[src/rtl/pred_xfer_pkg.sv]
package pred_xfer_pkg;

  // Operation select values on reqOp
  localparam logic OP_LOAD = 1'b0;
  localparam logic OP_PACK = 1'b1;

  // Mode select values on reqMode
  localparam logic MODE_PRED = 1'b0;
  localparam logic MODE_CC   = 1'b1;

  // Strobes from control to datapath
  typedef struct packed {
    logic loadEn;
    logic packEn;
    logic unsupEn;
  } xferStrobe_t;

endpackage

[src/rtl/pred_xfer_ctrl.sv]
module pred_xfer_ctrl
  import pred_xfer_pkg::*;
(
  input  logic        clk,
  input  logic        rst,
  input  logic        reqValid,
  input  logic        reqOp,
  input  logic        reqMode,
  output xferStrobe_t stb
);

  logic live;
  logic modeOk;

  assign live   = reqValid && !rst;
  assign modeOk = (reqMode == MODE_PRED);

  always_comb begin
    stb         = '0;
    stb.unsupEn = live && !modeOk;
    stb.loadEn  = live && modeOk && (reqOp == OP_LOAD);
    stb.packEn  = live && modeOk && (reqOp == OP_PACK);
  end

  // a refused request never also starts a transfer
  assert_cc_blocks_xfer_R7: assert property (@(posedge clk) disable iff (rst)
    (reqValid && reqMode == MODE_CC) |-> !(stb.loadEn || stb.packEn));

  // no strobe without a request
  assert_idle_quiet_R8: assert property (@(posedge clk) disable iff (rst)
    !reqValid |-> (stb == '0));

endmodule

[src/rtl/pred_xfer_dp.sv]
module pred_xfer_dp
  import pred_xfer_pkg::*;
#(
  parameter int NUM_PRED = 7,
  parameter int WORD_W   = 32,
  parameter int LANE_W   = 8
) (
  input  logic                        clk,
  input  logic                        rst,
  input  xferStrobe_t                 stb,
  input  logic [LANE_W-1:0]           reqMask,
  input  logic [$clog2(WORD_W/LANE_W)-1:0] reqLane,
  input  logic [WORD_W-1:0]           srcWord,
  output logic [WORD_W-1:0]           resWord,
  output logic                        resWe,
  output logic                        unsupported,
  output logic [NUM_PRED-1:0]         predState
);

  localparam int LANE_CNT = WORD_W / LANE_W;
  localparam int SEL_W    = $clog2(LANE_CNT);

  logic [NUM_PRED-1:0] predQ;
  logic [NUM_PRED-1:0] predNext;
  logic [LANE_W-1:0]   laneBits;
  logic [LANE_W-1:0]   packByte;
  logic [WORD_W-1:0]   mergedWord;
  logic [LANE_W-1:0]   laneVec [LANE_CNT];

  // Split the source into lanes and pick the addressed one
  for (genvar l = 0; l < LANE_CNT; l++) begin : g_lane
    assign laneVec[l] = srcWord[l*LANE_W +: LANE_W];
    assign mergedWord[l*LANE_W +: LANE_W] =
      (reqLane == SEL_W'(l)) ? packByte : laneVec[l];
  end
  assign laneBits = laneVec[reqLane];

  // Per-predicate load with mask gating
  for (genvar p = 0; p < NUM_PRED; p++) begin : g_pred
    assign predNext[p] = (stb.loadEn && reqMask[p]) ? laneBits[p] : predQ[p];
  end

  // Pack: predicates in low bits, unmapped positions forced to 0
  for (genvar b = 0; b < LANE_W; b++) begin : g_pack
    if (b < NUM_PRED) begin : g_map
      assign packByte[b] = predQ[b] & reqMask[b];
    end else begin : g_zero
      assign packByte[b] = 1'b0;
    end
  end

  always_ff @(posedge clk) begin
    if (rst) begin
      predQ       <= '0;
      resWord     <= '0;
      resWe       <= 1'b0;
      unsupported <= 1'b0;
    end else begin
      predQ       <= predNext;
      resWe       <= stb.packEn;
      unsupported <= stb.unsupEn;
      if (stb.packEn) resWord <= mergedWord;
    end
  end

  assign predState = predQ;

  // predicates with a clear mask bit hold through a load
  assert_keep_unmasked_R4: assert property (@(posedge clk) disable iff (rst)
    $past(stb.loadEn) |->
      (((predQ ^ $past(predQ)) & ~$past(reqMask[NUM_PRED-1:0])) == '0));

  // a refused request leaves the predicates alone
  assert_unsup_stable_R7: assert property (@(posedge clk) disable iff (rst)
    (stb.unsupEn && !$past(rst)) |=> ($stable(predQ) && !resWe));

  // no request, no predicate change
  assert_idle_hold_R8: assert property (@(posedge clk) disable iff (rst)
    (!stb.loadEn && !$past(rst)) |=> $stable(predQ));

endmodule

[src/rtl/pred_lane_xfer.sv]
module pred_lane_xfer
  import pred_xfer_pkg::*;
#(
  parameter int NUM_PRED = 7,
  parameter int WORD_W   = 32,
  parameter int LANE_W   = 8
) (
  input  logic                clk,
  input  logic                rst,
  input  logic                reqValid,
  input  logic                reqOp,
  input  logic                reqMode,
  input  logic [LANE_W-1:0]   reqMask,
  input  logic [1:0]          reqLane,
  input  logic [WORD_W-1:0]   srcWord,
  output logic [WORD_W-1:0]   resWord,
  output logic                resWe,
  output logic                unsupported,
  output logic [NUM_PRED-1:0] predState
);

  localparam int OFF_W = $clog2(WORD_W);

  xferStrobe_t stb;

  pred_xfer_ctrl u_ctrl (
    .clk      (clk),
    .rst      (rst),
    .reqValid (reqValid),
    .reqOp    (reqOp),
    .reqMode  (reqMode),
    .stb      (stb)
  );

  pred_xfer_dp #(
    .NUM_PRED (NUM_PRED),
    .WORD_W   (WORD_W),
    .LANE_W   (LANE_W)
  ) u_dp (
    .clk         (clk),
    .rst         (rst),
    .stb         (stb),
    .reqMask     (reqMask),
    .reqLane     (reqLane),
    .srcWord     (srcWord),
    .resWord     (resWord),
    .resWe       (resWe),
    .unsupported (unsupported),
    .predState   (predState)
  );

  logic [OFF_W-1:0]  laneOff;
  logic [WORD_W-1:0] laneMask;
  assign laneOff  = OFF_W'(reqLane) * OFF_W'(LANE_W);
  assign laneMask = {{(WORD_W-LANE_W){1'b0}}, {LANE_W{1'b1}}} << laneOff;

  // bytes outside the addressed lane pass through unchanged
  assert_merge_keep_R6: assert property (@(posedge clk) disable iff (rst)
    resWe |-> ((resWord & ~$past(laneMask)) == ($past(srcWord) & ~$past(laneMask))));

  // top bit of the packed lane is always 0
  assert_pack_top_zero_R5: assert property (@(posedge clk) disable iff (rst)
    resWe |-> !resWord[$past(laneOff) + OFF_W'(LANE_W-1)]);

  // a refused request never writes
  assert_unsup_no_write_R7: assert property (@(posedge clk) disable iff (rst)
    unsupported |-> !resWe);

endmodule

[config.mk]
export PLATFORM = sky130hd
export DESIGN_NAME = pred_lane_xfer
export DESIGN_NICKNAME = d
export VERILOG_FILES = /design/src/rtl/pred_xfer_pkg.sv /design/src/rtl/pred_xfer_ctrl.sv /design/src/rtl/pred_xfer_dp.sv /design/src/rtl/pred_lane_xfer.sv
export SDC_FILE = /design/constraint.sdc
export NUM_CORES = 1
export LEC_CHECK = 0
export BUFFER_PORTS_ARGS = -buffer_cell sky130_fd_sc_hd__buf_2
export CAP_MARGIN = 20
export CORE_MARGIN = 4
export CORE_UTILIZATION = 43
export DETAILED_ROUTE_END_ITERATION = 6
export PLACE_DENSITY = 0.76
export SLEW_MARGIN = 20
export SYNTH_ARGS = -nofsm -noshare
export SYNTH_HDL_FRONTEND = slang
export SYNTH_SLANG_ARGS = --single-unit
export TNS_END_PERCENT = 10
[constraint.sdc]
create_clock -name clk -period 1.37 [get_ports clk]
set_clock_uncertainty 0.05 [all_clocks]
set_input_delay 0.274 -clock clk [delete_from_list [all_inputs] [get_ports clk]]
set_output_delay 0.274 -clock clk [all_outputs]
set_load 0.005 [all_outputs]
# Word-level counts from Yosys, hierarchy flattened

Cells that the tools add are included.

Bits in registers: 41
Input port bits: 47
Logic and storage cells: 45

Order comparisons: 1
Eq/ne operators: 3
Muxes and demuxes: 7
Bitwise operators: 10
Reductions and logical operators: 14

Operators by type and width:

| operator                                       | number |
|---|---|
| 2-to-1 mux 8 bit                               | 4 |
| binary-select mux 8 bit (select 2 bit)         | 1 |
| 2-to-1 mux 7 bit                               | 2 |
| logical AND 1 bit                              | 12 |
| AND 1 bit                                      | 7 |
| == test 2 bit (second input constant)          | 2 |
| >= comparator 3 bit (second input constant)    | 1 |
| NOT 2 -> 3 bit                                 | 1 |
| == test 2 x 1 -> 1 bit (second input constant) | 1 |
| zero test 2 bit                                | 1 |
| NOT 1 bit                                      | 2 |
| zero test 1 bit                                | 1 |

# Longest topological paths before layout

Gate-level depths: netlist (run 1).

Depth in word-level cells: 5
Mapped depth: 6
Mapped depth without buffers: 4

# Cells and area by module

A second synthesis (run 1) with hierarchy kept.

Cell total of the unflattened synthesis: 222
Area total of the unflattened synthesis: 1,999.4 sq um

By module, submodules not included:

| module         | times used | cells an instance | area each (sq um) | sequential area each (sq um) |
|---|---|---|---|---|
| pred_xfer_dp   | 1          | 219               | 1,963.1           | 820.8 |
| pred_xfer_ctrl | 1          | 3                 | 36.3              | 0.0 |

# Least setup slack after synthesis (run 1)

Ideal clock, no wire load.

Kind: input to register
From: input port rst
To: register u_dp.predQ[5] (netlist: u_dp.predState[5])
Arrival time: 1.145 ns
Data required time: 1.187 ns
Setup slack: 0.042 ns
Stages on the path: 4
Path buffers: 1
Cell sequence: buf_6 or4b_4 o21ai_1 a21oi_1

Longest elaborated chain between the ends: 5

Ends and longest elaborated chain:

| element                         | line                 | RTL |
|---|---|---|
| start: declaration              | pred_lane_xfer.sv:9  | `input logic rst,` |
| zero test 1 bit                 | pred_xfer_ctrl.sv:15 | `assign live = reqValid && !rst;` |
| logical AND 1 bit               | pred_xfer_ctrl.sv:15 |  |
| logical AND 1 bit (2 in series) | pred_xfer_ctrl.sv:21 | `stb.loadEn = live && modeOk && (reqOp == OP_LOAD);` |
| logical AND 1 bit               | pred_xfer_dp.sv:40   | `assign predNext[p] = (stb.loadEn && reqMask[p]) ? laneBits[p] : predQ[p];` |
| end signal: assignment          | pred_xfer_dp.sv:59   | `predQ <= predNext;` |
| end: declaration                | pred_xfer_dp.sv:23   | `logic [NUM_PRED-1:0] predQ;` |

Parallel ways exist; a longest one is shown, timed or not.
A chain may end at the register's enable or synchronous reset.

# Worst setup path after layout (run 1)

From: register u_dp.predQ[3] (netlist: u_dp.predState[3])
To: output port predState[3]

RTL lines:

| element          | line                 | RTL |
|---|---|---|
| end: declaration | pred_lane_xfer.sv:19 | `output logic [NUM_PRED-1:0] predState` |

No word-level cell between the ends.

==> impl_metrics.prom, run 1 <==
# TYPE chip_impl_metric gauge
chip_impl_metric{name="crit_arrival",unit="ns"} 0.79
chip_impl_info{name="dominant_combinational_cell_family_by_area_after_synthesis",value="compound AO/OA/AOI/OAI gates"} 1
chip_impl_metric{name="power.total",unit="uW"} 2690
chip_impl_metric{name="cp.buffers_inverters",unit=""} 1
chip_impl_metric{name="yosysTopAreaCellShare",unit="%"} 38.5
chip_impl_metric{name="drt-initial-drc-count",unit=""} 104
chip_impl_metric{name="synthToLayoutAreaGrowth",unit="%"} 33.6
chip_impl_metric{name="timing.final.setup_violations",unit=""} 0
chip_impl_metric{name="critical-path-max-stage-delay",unit="ns"} 0.37
chip_impl_info{name="critPathTopFamily",value="flip-flops"} 1
chip_impl_metric{name="cap_violations",unit=""} 0
chip_impl_metric{name="initial_antenna_violation_count",unit=""} 0
chip_impl_info{name="outcome",value="complete, no violations"} 1
chip_impl_info{name="type_of_the_worst_setup_path",value="flop to output port"} 1
chip_impl_metric{name="cts_sinks",unit=""} 41
chip_impl_metric{name="power_frac_seq",unit="%"} 46.2
chip_impl_metric{name="comb_power_share",unit="%"} 15.9
chip_impl_metric{name="io-pin-count",unit=""} 88
chip_impl_metric{name="power.switching_fraction",unit="%"} 24.3
chip_impl_info{name="yosysTopAreaCell",value="sky130_fd_sc_hd__dfxtp_1"} 1
chip_impl_metric{name="share_of_the_yosys_chip_area_belonging_to_registers",unit="%"} 38.5
chip_impl_metric{name="floorplan.die_area",unit="um^2"} 6160
chip_impl_metric{name="resize_count_post_cts",unit=""} 0
chip_impl_metric{name="maximum_number_of_pins_on_one_net_before_global_route_repair",unit=""} 25
chip_impl_metric{name="post_cts.repair.setup_buffers",unit=""} 0
chip_impl_metric{name="place.gp.congestion",unit=""} 0.842
chip_impl_info{name="hp-class",value="input pin to flop"} 1
chip_impl_metric{name="clock.fmax",unit="MHz"} 898
chip_impl_metric{name="power_frac_clock",unit="%"} 37.9
chip_impl_metric{name="placement.cell_area",unit="um^2"} 2740
chip_impl_info{name="most_heavily_used_metal_layer_in_global_routing",value="met2"} 1
chip_impl_metric{name="htree_num_levels",unit=""} 2
chip_impl_metric{name="half_perimeter_wire_length_of_the_detailed_placement_result",unit="um"} 4520
chip_impl_metric{name="totalWireLength",unit="um"} 5750
chip_impl_metric{name="fp-row-count",unit=""} 25
chip_impl_metric{name="antenna-diode-count",unit=""} 0
chip_impl_metric{name="netSwitchingPower",unit="uW"} 653
chip_impl_metric{name="clk_transition_reported_paths",unit="ns"} 0.08
chip_impl_metric{name="num_vias",unit=""} 2036
chip_impl_metric{name="syn-cell-area",unit="um^2"} 2130
chip_impl_metric{name="synthAdderAreaFrac",unit="%"} 0
chip_impl_metric{name="number_of_enable_type_register_cells_in_the_synthesized_netlist",unit=""} 0
chip_impl_metric{name="intPower",unit="uW"} 2040
chip_impl_metric{name="die_y",unit="um"} 78.5
chip_impl_metric{name="multi_input_area",unit="um^2"} 1140
chip_impl_metric{name="syn_inst",unit=""} 221
chip_impl_metric{name="fillers",unit=""} 446
chip_impl_metric{name="layout.area.seq",unit="um^2"} 821
chip_impl_info{name="unrepaired_setup_endpoints_after_global_routing",value="false"} 1
chip_impl_metric{name="fin_nets",unit=""} 367
chip_impl_metric{name="core_region_area",unit="um^2"} 4750
chip_impl_metric{name="first_pass_grt_wire_length",unit="um"} 9340
chip_impl_metric{name="vias_per_cell",unit=""} 5.25
chip_impl_info{name="yosys-top-cells-area",value="sky130_fd_sc_hd__dfxtp_1 38%, sky130_fd_sc_hd__a311oi_2 9.1%, sky130_fd_sc_hd__mux4_2 7.4%"} 1
chip_impl_metric{name="post_synth_mux_area_share",unit="%"} 14.0
chip_impl_info{name="ys_dominant_reg_cell",value="sky130_fd_sc_hd__dfxtp_1"} 1
chip_impl_metric{name="final.period_utilization",unit="%"} 81.3
chip_impl_metric{name="synth-compound-area-share",unit="%"} 20.3
chip_impl_metric{name="synthArstFlopShare",unit="%"} 0
chip_impl_metric{name="cts-buffers-inserted",unit=""} 5
chip_impl_metric{name="yosys.area_share.xor_xnor",unit="%"} 0
chip_impl_metric{name="timing.final.max_slew_violations",unit=""} 0
chip_impl_info{name="tritoncts",value="yes"} 1
chip_impl_metric{name="data_required_time_at_the_worst_endpoint",unit="ns"} 1.05
chip_impl_metric{name="aggregate_global_route_resource_usage",unit="%"} 19.4
chip_impl_info{name="worst_setup_path_start_kind",value="flop"} 1
chip_impl_metric{name="warnings_from_yosys",unit=""} 0
chip_impl_metric{name="synthesis.nets",unit=""} 268
chip_impl_metric{name="first_global_vias",unit=""} 1873
chip_impl_info{name="crit_path_cell_chain",value="buf_2"} 1
chip_impl_metric{name="insertion_delay",unit="ns"} 0.29
chip_impl_info{name="cp-end-kind",value="output port"} 1
chip_impl_metric{name="final_routed_wire_length_divided_by_cell_count",unit="um"} 14.8
chip_impl_metric{name="die_w",unit="um"} 78.5
chip_impl_metric{name="first_pass_iters",unit=""} 4
chip_impl_metric{name="use_met2",unit="%"} 30.8
chip_impl_metric{name="final_layout_size_suffix_gt1_share",unit="%"} 44.5
chip_impl_metric{name="post-route-cell-area",unit="um^2"} 2850
chip_impl_metric{name="post_synth.cell_area_avg",unit="um^2"} 9.66
chip_impl_info{name="yosys-top-cells-count",value="41 x sky130_fd_sc_hd__dfxtp_1, 28 x sky130_fd_sc_hd__nor2_1, 19 x sky130_fd_sc_hd__nand2_1"} 1
chip_impl_metric{name="fin_crit",unit="ns"} 1.11
chip_impl_metric{name="initial_core_util",unit="%"} 44.9
chip_impl_metric{name="ys_types",unit=""} 26
chip_impl_metric{name="synthSimpleGateAreaFrac",unit="%"} 19.2
chip_impl_metric{name="worst_pin_slew",unit="ns"} 0.247
chip_impl_info{name="yosysMostFrequentCell",value="sky130_fd_sc_hd__dfxtp_1"} 1
chip_impl_metric{name="ys_ff_latch",unit=""} 41
chip_impl_metric{name="static-leakage-power",unit="uW"} 0.00123
chip_impl_metric{name="cts.path.max_buffers",unit=""} 2
chip_impl_info{name="clk_root_buffer_cell",value="sky130_fd_sc_hd__clkbuf_8"} 1
chip_impl_metric{name="grt_util_met3",unit="%"} 5.73
chip_impl_metric{name="pwr_density_cell",unit="nW/um^2"} 943
chip_impl_metric{name="gr-usage-met1",unit="%"} 25.8
chip_impl_metric{name="ant_nets",unit=""} 0
chip_impl_metric{name="drcViolationCount",unit=""} 0
chip_impl_info{name="critPathSlowestCell",value="sky130_fd_sc_hd__dfxtp_1"} 1
chip_impl_metric{name="setup_tns",unit="ns"} 0
chip_impl_metric{name="critical_path_fanouts_max",unit=""} 3
chip_impl_metric{name="timing.max_slew.rel_slack",unit="%"} 83.5
chip_impl_metric{name="report.final.hold_viol_count",unit=""} 0
chip_impl_metric{name="overflow",unit=""} 0
chip_impl_metric{name="place.port_buffers",unit=""} 86
chip_impl_metric{name="hold_buffers",unit=""} 0
chip_impl_metric{name="ir_drop",unit="mV"} 0.393
per-stage QoR:
stage          cells  hold slack (ns)  util (%)  worst slack [ns]
6_report         388            0.187      60.0             0.256
5_1_grt          388            0.193      60.0             0.170
4_1_cts          388            0.185      60.0             0.247
3_5_place_dp     380            0.394      57.5           -0.0570
3_3_place_gp     380            0.385      57.5           -0.0477
2_1_floorplan    221            0.372         -            0.0424
per-layer routing:
layer | vias up | part of all wire (%)
met3 | 8 | 8.6
met2 | 85 | 46
met4 | 0 | 1.2
met5 | - | 0
li1 | 999 | -
met1 | 944 | 45
logic make-up (layout without fill, tap and decap cells):
family                 after synthesis  after routing
buffers and inverters               27            127
flip-flops                          41             41
multiplexers                        21             21
AO/OA/AOI/OAI                       53             53
AND/OR/NAND/NOR                     79             79
cells in the final DEF (no fill, tap or decap), drive strengths merged:
| cell type | Yosys | final |
|---|---|---|
| nor4b | 1 | 1 |
| dfxtp | 41 | 41 |
| mux2i | 14 | 14 |
| a311oi | 14 | 14 |
| bufinv | 0 | 1 |
| or4b | 1 | 1 |
| and2 | 7 | 7 |
| nand2 | 19 | 19 |
| clkbuf | 4 | 7 |
| a21oi | 11 | 11 |
| nor2b | 2 | 2 |
| nand3b | 3 | 3 |
| inv | 8 | 8 |
| nand3 | 15 | 15 |
| mux4 | 7 | 7 |
| buf | 15 | 111 |
| a211oi | 14 | 14 |
| o21ai | 14 | 14 |
| nand4bb | 1 | 1 |
| and3b | 1 | 1 |
| nor2 | 29 | 29 |
final timing paths:
kind                startpoint                end  slack, ns  cells past startpoint
max          u_dp.predState[3]       predState[3]       0.26                      1
min                 reqMask[5]  u_dp.predState[5]       0.19                      3
max reg2reg  u_dp.predState[5]   u_dp.resWord[29]       0.33                      3
min reg2reg   u_dp.resWord[23]   u_dp.resWord[23]       0.40                      2
power by group through the flow:
| stage | registers (uW) | logic [uW] | clock network (uW) |
|---|---|---|---|
| floorplan | 1270 | 233 | 0 |
| global placement | 1270 | 424 | 0 |
| detailed placement | 1270 | 430 | 0 |
| CTS | 1240 | 432 | 1050 |
| global route | 1250 | 472 | 1100 |
| finish | 1240 | 427 | 1020 |
sequential cells by signal, summed over array words and instances, names as in the netlist:
name              cells
u_dp.predState        7
u_dp.resWe            1
u_dp.resWord         32
u_dp.unsupported      1
area by class of cell:
type	count	area share [%]
clock buffers	7	3.03
well taps	67	2.94
inverters	8	1.14
flip-flops and latches	41	28.8
multi-input cells	153	40.1
clock inverters	1	1.05
repair buffers	111	23.0
tightest hold or removal path, cell delays in order:
cell                      delay [ns]
sky130_fd_sc_hd__buf_2          0.11
sky130_fd_sc_hd__nand3_1        0.06
sky130_fd_sc_hd__a21oi_1        0.05
No activity file was read; power rests on OpenSTA's default activity.
==> run 2: changes to the inputs <==
clock period = 1 ns   (was 1.37 ns; I/O delays follow)
==> run 2 against run 1 <==
Compared with the run above:
- the flow now finishes with violations (negative setup slack)
- total power increased by 29%
- clock power increased by 4%
- sequential power increased by 39%
- die area unchanged
- critical endpoint is now predState[4]
- largest cell class unchanged
==> impl_metrics.prom, run 2 (synthesis results as in run 1) <==
# TYPE chip_impl_metric gauge
chip_impl_metric{name="half_perimeter_wire_length_of_the_detailed_placement_result",unit="um"} 4910
chip_impl_metric{name="fin_crit",unit="ns"} 1.10
chip_impl_metric{name="critical_path_fanouts_max",unit=""} 2
chip_impl_info{name="tritoncts",value="yes"} 1
chip_impl_info{name="type_of_the_worst_setup_path",value="flop to output port"} 1
chip_impl_metric{name="die_y",unit="um"} 78.5
chip_impl_info{name="clk_root_buffer_cell",value="sky130_fd_sc_hd__clkbuf_8"} 1
chip_impl_info{name="worstSetupStartpoint",value="u_dp.predState[4]"} 1
chip_impl_metric{name="first_pass_iters",unit=""} 4
chip_impl_metric{name="pwr_density_cell",unit="nW/um^2"} 1060
chip_impl_info{name="hp-class",value="input pin to flop"} 1
chip_impl_metric{name="worst_pin_slew",unit="ns"} 0.502
chip_impl_metric{name="instances_no_fill",unit=""} 415
chip_impl_metric{name="fp-row-count",unit=""} 25
chip_impl_metric{name="setup_tns",unit="ns"} -1.07
chip_impl_metric{name="place.gp.congestion",unit=""} 0.864
chip_impl_info{name="outcome",value="complete, but fails checks"} 1
chip_impl_metric{name="antenna-diode-count",unit=""} 0
chip_impl_metric{name="timing.max_slew.rel_slack",unit="%"} 66.5
chip_impl_metric{name="initial_antenna_violation_count",unit=""} 0
chip_impl_metric{name="fin_nets",unit=""} 394
chip_impl_metric{name="totalWireLength",unit="um"} 6640
chip_impl_info{name="unrepaired_setup_endpoints_after_global_routing",value="true"} 1
chip_impl_metric{name="floorplan.die_area",unit="um^2"} 6160
chip_impl_info{name="cp-end-kind",value="output port"} 1
chip_impl_metric{name="drt-initial-drc-count",unit=""} 124
chip_impl_metric{name="final_layout_size_suffix_gt1_share",unit="%"} 64.4
chip_impl_info{name="failed_checks",value="negative setup slack"} 1
chip_impl_metric{name="drcViolationCount",unit=""} 0
chip_impl_info{name="launch_point_of_the_worst_hold_path",value="srcWord[31]"} 1
chip_impl_metric{name="static-leakage-power",unit="uW"} 0.00141
chip_impl_metric{name="core_region_area",unit="um^2"} 4750
chip_impl_info{name="layout.cells.most_common_list",value="67 x sky130_fd_sc_hd__buf_2, 41 x sky130_fd_sc_hd__buf_4, 39 x sky130_fd_sc_hd__dfxtp_2, 27 x sky130_fd_sc_hd__nor2_1, 25 x sky130_fd_sc_hd__buf_6"} 1
chip_impl_metric{name="cap_violations",unit=""} 0
chip_impl_metric{name="final_routed_wire_length_divided_by_cell_count",unit="um"} 16.0
chip_impl_metric{name="crit_arrival",unit="ns"} 0.85
chip_impl_metric{name="io-pin-count",unit=""} 88
chip_impl_metric{name="insertion_delay",unit="ns"} 0.29
chip_impl_metric{name="num_vias",unit=""} 2182
chip_impl_metric{name="maximum_number_of_pins_on_one_net_before_global_route_repair",unit=""} 41
chip_impl_metric{name="synthToLayoutAreaGrowth",unit="%"} 53.8
chip_impl_metric{name="clk_transition_reported_paths",unit="ns"} 0.08
chip_impl_metric{name="place.port_buffers",unit=""} 86
chip_impl_metric{name="htree_num_levels",unit=""} 2
chip_impl_metric{name="final.period_utilization",unit="%"} 110
chip_impl_metric{name="data_required_time_at_the_worst_endpoint",unit="ns"} 0.75
chip_impl_metric{name="cts.path.max_buffers",unit=""} 2
chip_impl_metric{name="first_pass_grt_wire_length",unit="um"} 10400
chip_impl_metric{name="ir_drop",unit="mV"} 0.570
chip_impl_metric{name="cts-buffers-inserted",unit=""} 5
chip_impl_info{name="layout_commonest_cell",value="sky130_fd_sc_hd__buf_2"} 1
chip_impl_metric{name="ant_nets",unit=""} 0
chip_impl_metric{name="cts_sinks",unit=""} 41
chip_impl_metric{name="overflow",unit=""} 0
chip_impl_metric{name="largest_reg_flops",unit=""} 32
chip_impl_metric{name="postLayoutCoreUtil",unit="%"} 69.1
chip_impl_info{name="regMostFlops",value="u_dp.resWord"} 1
chip_impl_metric{name="timing.final.max_slew_violations",unit=""} 0
chip_impl_metric{name="aggregate_global_route_resource_usage",unit="%"} 21.3
chip_impl_metric{name="preCtsSetupSlack",unit="ns"} -0.356
chip_impl_info{name="timing.rr.start",value="u_dp.predState[4]"} 1
chip_impl_metric{name="timing.final.setup_violations",unit=""} 25
chip_impl_metric{name="clock.fmax",unit="MHz"} 909
chip_impl_metric{name="vias_per_cell",unit=""} 5.26
chip_impl_metric{name="first_global_vias",unit=""} 2194
chip_impl_info{name="worst_setup_path_start_kind",value="flop"} 1
chip_impl_metric{name="finalWorstSetupSlack",unit="ns"} -0.100
chip_impl_metric{name="initial_core_util",unit="%"} 44.9
chip_impl_metric{name="report.final.hold_viol_count",unit=""} 0
chip_impl_metric{name="placed_cell_count",unit=""} 405
chip_impl_metric{name="die_w",unit="um"} 78.5
-- run 2: cell count changes in the layout (fill, tap and decap cells not counted), sizes merged --
cell	delta
buf	+25
clkinv	+3
bufinv	-1
clkbuf	+1
inv	-1
-- run 2: power by group --
group	internal [uW]	total, uW	switching (uW)
Sequential	1690	1720	28.4
Clock	484	1060	575
Combinational	381	705	324
Total	2550	3480	927
-- run 2: path summary, 6_finish.rpt --
| path | endpoint | slack [ns] | cells past startpoint |
|---|---|---|---|
| max | predState[4] | -0.10 | 2 |
| min | u_dp.resWord[31] | 0.11 | 3 |
| max reg2reg | u_dp.resWord[20] | -0.01 | 3 |
| min reg2reg | u_dp.resWord[31] | 0.40 | 2 |
-- run 2: area by class of cell --
cell class	count	area, um^2
fill	394	1470
multi-input combinational	153	1190
timing repair buffer	138	1020
sequential	41	870
tap	67	83.8
clock buffer	6	72.6
inverter	8	35.0
clock inverter	2	10.0
-- run 2: routing by layer --
layer	routed length, um	track usage, %	vias up
li1	-	-	1048
met1	2760	26.3	1039
met2	3310	37.2	88
met3	487	5.62	7
met4	79	4.90	0
met5	0	0	-
-- run 2: repair_timing --
action	in CTS	in global routing
pin swaps	3	10
resized for setup	37	44
hold buffers	0	0
buffers inserted	0	1
cloned	0	1
hold endpoints to repair	0	0
setup endpoints to repair	44	75
-- run 2: critical path: stages (launching register included) --
cell and delay (ns):
sky130_fd_sc_hd__dfxtp_2 0.34, sky130_fd_sc_hd__buf_6 0.11, sky130_fd_sc_hd__buf_6 0.10
-- run 2: per-stage QoR --
step	total power (uW)	instance area, um^2	hold slack (ns)
after global placement	2380	2930	0.388
after floorplan	2070	2150	0.295
final	3480	3280	0.108
after detailed placement	2400	2930	0.400
after CTS	3440	3120	0.110
after global routing	3640	3280	0.115
==> run 3: changes to the inputs <==
CTS_BUF_LIST = sky130_fd_sc_hd__clkbuf_16   (was not set)
==> run 3 against run 2 <==
Compared with the run above:
- the flow still finishes with violations (negative setup slack)
- final area grew 0.57%
- worst setup slack improved by 0.014 ns
- register-to-register slack improved by 0.02 ns
- critical endpoint unchanged
- largest cell class unchanged
==> impl_metrics.prom, run 3 (synthesis results as in run 1) <==
# TYPE chip_impl_metric gauge
chip_impl_metric{name="place.gp.congestion",unit=""} 0.864
chip_impl_metric{name="drt-initial-drc-count",unit=""} 85
chip_impl_info{name="crit_path_cell_chain",value="buf_6, buf_6"} 1
chip_impl_info{name="failed_checks",value="negative setup slack"} 1
chip_impl_metric{name="crit_arrival",unit="ns"} 0.84
chip_impl_metric{name="min_delay_path_depth",unit=""} 3
chip_impl_metric{name="setup_tns",unit="ns"} -1.07
chip_impl_metric{name="placed_cell_count",unit=""} 405
chip_impl_metric{name="first_pass_grt_wire_length",unit="um"} 10700
chip_impl_metric{name="critical_path_fanouts_max",unit=""} 2
chip_impl_metric{name="clock.fmax",unit="MHz"} 921
chip_impl_info{name="layout.cells.most_common_list",value="73 x sky130_fd_sc_hd__buf_2, 43 x sky130_fd_sc_hd__buf_4, 27 x sky130_fd_sc_hd__dfxtp_2, 26 x sky130_fd_sc_hd__nor2_1"} 1
chip_impl_metric{name="worst_r2r_path_depth",unit=""} 3
chip_impl_metric{name="first_pass_iters",unit=""} 4
chip_impl_metric{name="worst-r2r-setup-slack",unit="ns"} 0.01
chip_impl_metric{name="overflow",unit=""} 0
chip_impl_metric{name="cap_violations",unit=""} 0
chip_impl_metric{name="data_required_time_at_the_worst_endpoint",unit="ns"} 0.75
chip_impl_metric{name="largest_reg_flops",unit=""} 32
chip_impl_info{name="critPathTopFamily",value="flip-flops"} 1
chip_impl_metric{name="preCtsSetupSlack",unit="ns"} -0.356
chip_impl_metric{name="io-pin-count",unit=""} 88
chip_impl_metric{name="initial_antenna_violation_count",unit=""} 0
chip_impl_metric{name="place.port_buffers",unit=""} 86
chip_impl_info{name="clk_root_buffer_cell",value="sky130_fd_sc_hd__clkbuf_16"} 1
chip_impl_metric{name="layout.area.seq",unit="um^2"} 855
chip_impl_metric{name="fin_crit",unit="ns"} 1.09
chip_impl_metric{name="post-route-cell-area",unit="um^2"} 3300
chip_impl_info{name="hp-class",value="input pin to flop"} 1
chip_impl_metric{name="timing.max_slew.rel_slack",unit="%"} 64.2
chip_impl_info{name="outcome",value="complete, but fails checks"} 1
chip_impl_metric{name="cts.path.max_buffers",unit=""} 2
chip_impl_metric{name="cts-buffers-inserted",unit=""} 5
chip_impl_metric{name="placement.cell_area",unit="um^2"} 2930
chip_impl_metric{name="final_routed_wire_length_divided_by_cell_count",unit="um"} 16.1
chip_impl_metric{name="num_vias",unit=""} 2194
chip_impl_metric{name="die_w",unit="um"} 78.5
chip_impl_metric{name="antenna-diode-count",unit=""} 0
chip_impl_metric{name="final_layout_size_suffix_gt1_share",unit="%"} 63.8
chip_impl_metric{name="core_region_area",unit="um^2"} 4750
chip_impl_metric{name="finalWorstSetupSlack",unit="ns"} -0.0859
chip_impl_metric{name="first_global_vias",unit=""} 2249
chip_impl_metric{name="htree_num_levels",unit=""} 2
chip_impl_metric{name="use_met2",unit="%"} 39.2
chip_impl_info{name="critPathSlowestCell",value="sky130_fd_sc_hd__dfxtp_2"} 1
chip_impl_info{name="layout_commonest_cell",value="sky130_fd_sc_hd__buf_2"} 1
chip_impl_metric{name="cts_sinks",unit=""} 41
chip_impl_metric{name="grt_util_met3",unit="%"} 5.28
chip_impl_metric{name="ir_drop",unit="mV"} 0.669
chip_impl_metric{name="maximum_number_of_pins_on_one_net_before_global_route_repair",unit=""} 41
chip_impl_metric{name="ant_nets",unit=""} 0
chip_impl_info{name="most_heavily_used_metal_layer_in_global_routing",value="met2"} 1
chip_impl_metric{name="worst_pin_slew",unit="ns"} 0.537
chip_impl_metric{name="timing.final.setup_violations",unit=""} 20
chip_impl_metric{name="fin_nets",unit=""} 394
chip_impl_info{name="tritoncts",value="yes"} 1
chip_impl_metric{name="pwr_density_cell",unit="nW/um^2"} 1200
chip_impl_metric{name="drcViolationCount",unit=""} 0
chip_impl_info{name="cp-end-kind",value="output port"} 1
chip_impl_info{name="cp_common_cell",value="sky130_fd_sc_hd__buf_6"} 1
chip_impl_metric{name="report.final.hold_viol_count",unit=""} 0
chip_impl_metric{name="floorplan.die_area",unit="um^2"} 6160
chip_impl_metric{name="multi_input_area",unit="um^2"} 1230
chip_impl_metric{name="half_perimeter_wire_length_of_the_detailed_placement_result",unit="um"} 4910
chip_impl_metric{name="fp-row-count",unit=""} 25
chip_impl_info{name="type_of_the_worst_setup_path",value="flop to output port"} 1
chip_impl_info{name="unrepaired_setup_endpoints_after_global_routing",value="true"} 1
chip_impl_metric{name="insertion_delay",unit="ns"} 0.28
chip_impl_metric{name="clk_transition_reported_paths",unit="ns"} 0.06
chip_impl_metric{name="gr-usage-met1",unit="%"} 26.8
chip_impl_metric{name="aggregate_global_route_resource_usage",unit="%"} 22.3
chip_impl_metric{name="final.period_utilization",unit="%"} 109
chip_impl_info{name="regMostFlops",value="u_dp.resWord"} 1
chip_impl_metric{name="total_stage_count_of_the_critical_path",unit=""} 2
chip_impl_metric{name="static-leakage-power",unit="uW"} 0.00144
chip_impl_metric{name="fillers",unit=""} 382
chip_impl_metric{name="critical-path-max-stage-delay",unit="ns"} 0.33
chip_impl_info{name="worst_setup_path_start_kind",value="flop"} 1
chip_impl_metric{name="cp.buffers_inverters",unit=""} 2
chip_impl_metric{name="timing.final.max_slew_violations",unit=""} 0
chip_impl_metric{name="vias_per_cell",unit=""} 5.29
chip_impl_metric{name="synthToLayoutAreaGrowth",unit="%"} 54.7
chip_impl_metric{name="initial_core_util",unit="%"} 44.9
chip_impl_metric{name="totalWireLength",unit="um"} 6670
chip_impl_metric{name="die_y",unit="um"} 78.5
chip_impl_metric{name="instances_no_fill",unit=""} 415
run 3: timing repair:
item	in CTS	in global routing
setup buffers	2	0
hold buffers	0	0
setup endpoints to repair	40	63
pin swaps	3	20
gates resized for setup	34	40
run 3: final cells by class:
type / count / area share [%]
clock buffer: 5 / 3.79
clock inverter: 3 / 0.417
inverter: 8 / 0.985
multi-input combinational: 153 / 37.4
sequential: 41 / 25.9
tap: 67 / 2.54
timing repair buffer: 138 / 29.0
run 3: metrics by stage:
| step | hold slack, ns | total power, uW | util [%] |
|---|---|---|---|
| global route | 0.139 | 4110 | 69.4 |
| floorplan | 0.295 | 2070 | - |
| finish | 0.125 | 3970 | 69.4 |
| global placement | 0.388 | 2380 | 61.6 |
| CTS | 0.123 | 3940 | 67.1 |
| detailed placement | 0.400 | 2400 | 61.6 |
run 3: final timing paths:
kind / startpoint / end
hold reg to reg: u_dp.resWord[7] / u_dp.resWord[7]
setup reg to reg: u_dp.predState[0] / u_dp.resWord[24]
hold / removal: srcWord[31] / u_dp.resWord[31]
setup / recovery: u_dp.predState[4] / predState[4]
run 3: routing by layer:
layer | wire (um) | vias up
met5 | 0 | -
met4 | 74 | 0
met3 | 418 | 6
met2 | 3340 | 69
met1 | 2830 | 1069
li1 | - | 1050
run 3: power by group:
group	switching, uW	total [uW]	internal (uW)	leakage (uW)
clock network	638	1540	906	0.0000748
registers	25.6	1710	1690	0.000346
logic	333	709	376	0.00102
total	996	3970	2970	0.00144
run 3: tightest hold or removal path: cells and delay by family:
kind	cells	cell delay, ns
AOI/OAI and AO/OA	1	0.05
buffers and inverters	1	0.10
and+or+nand+nor	1	0.06
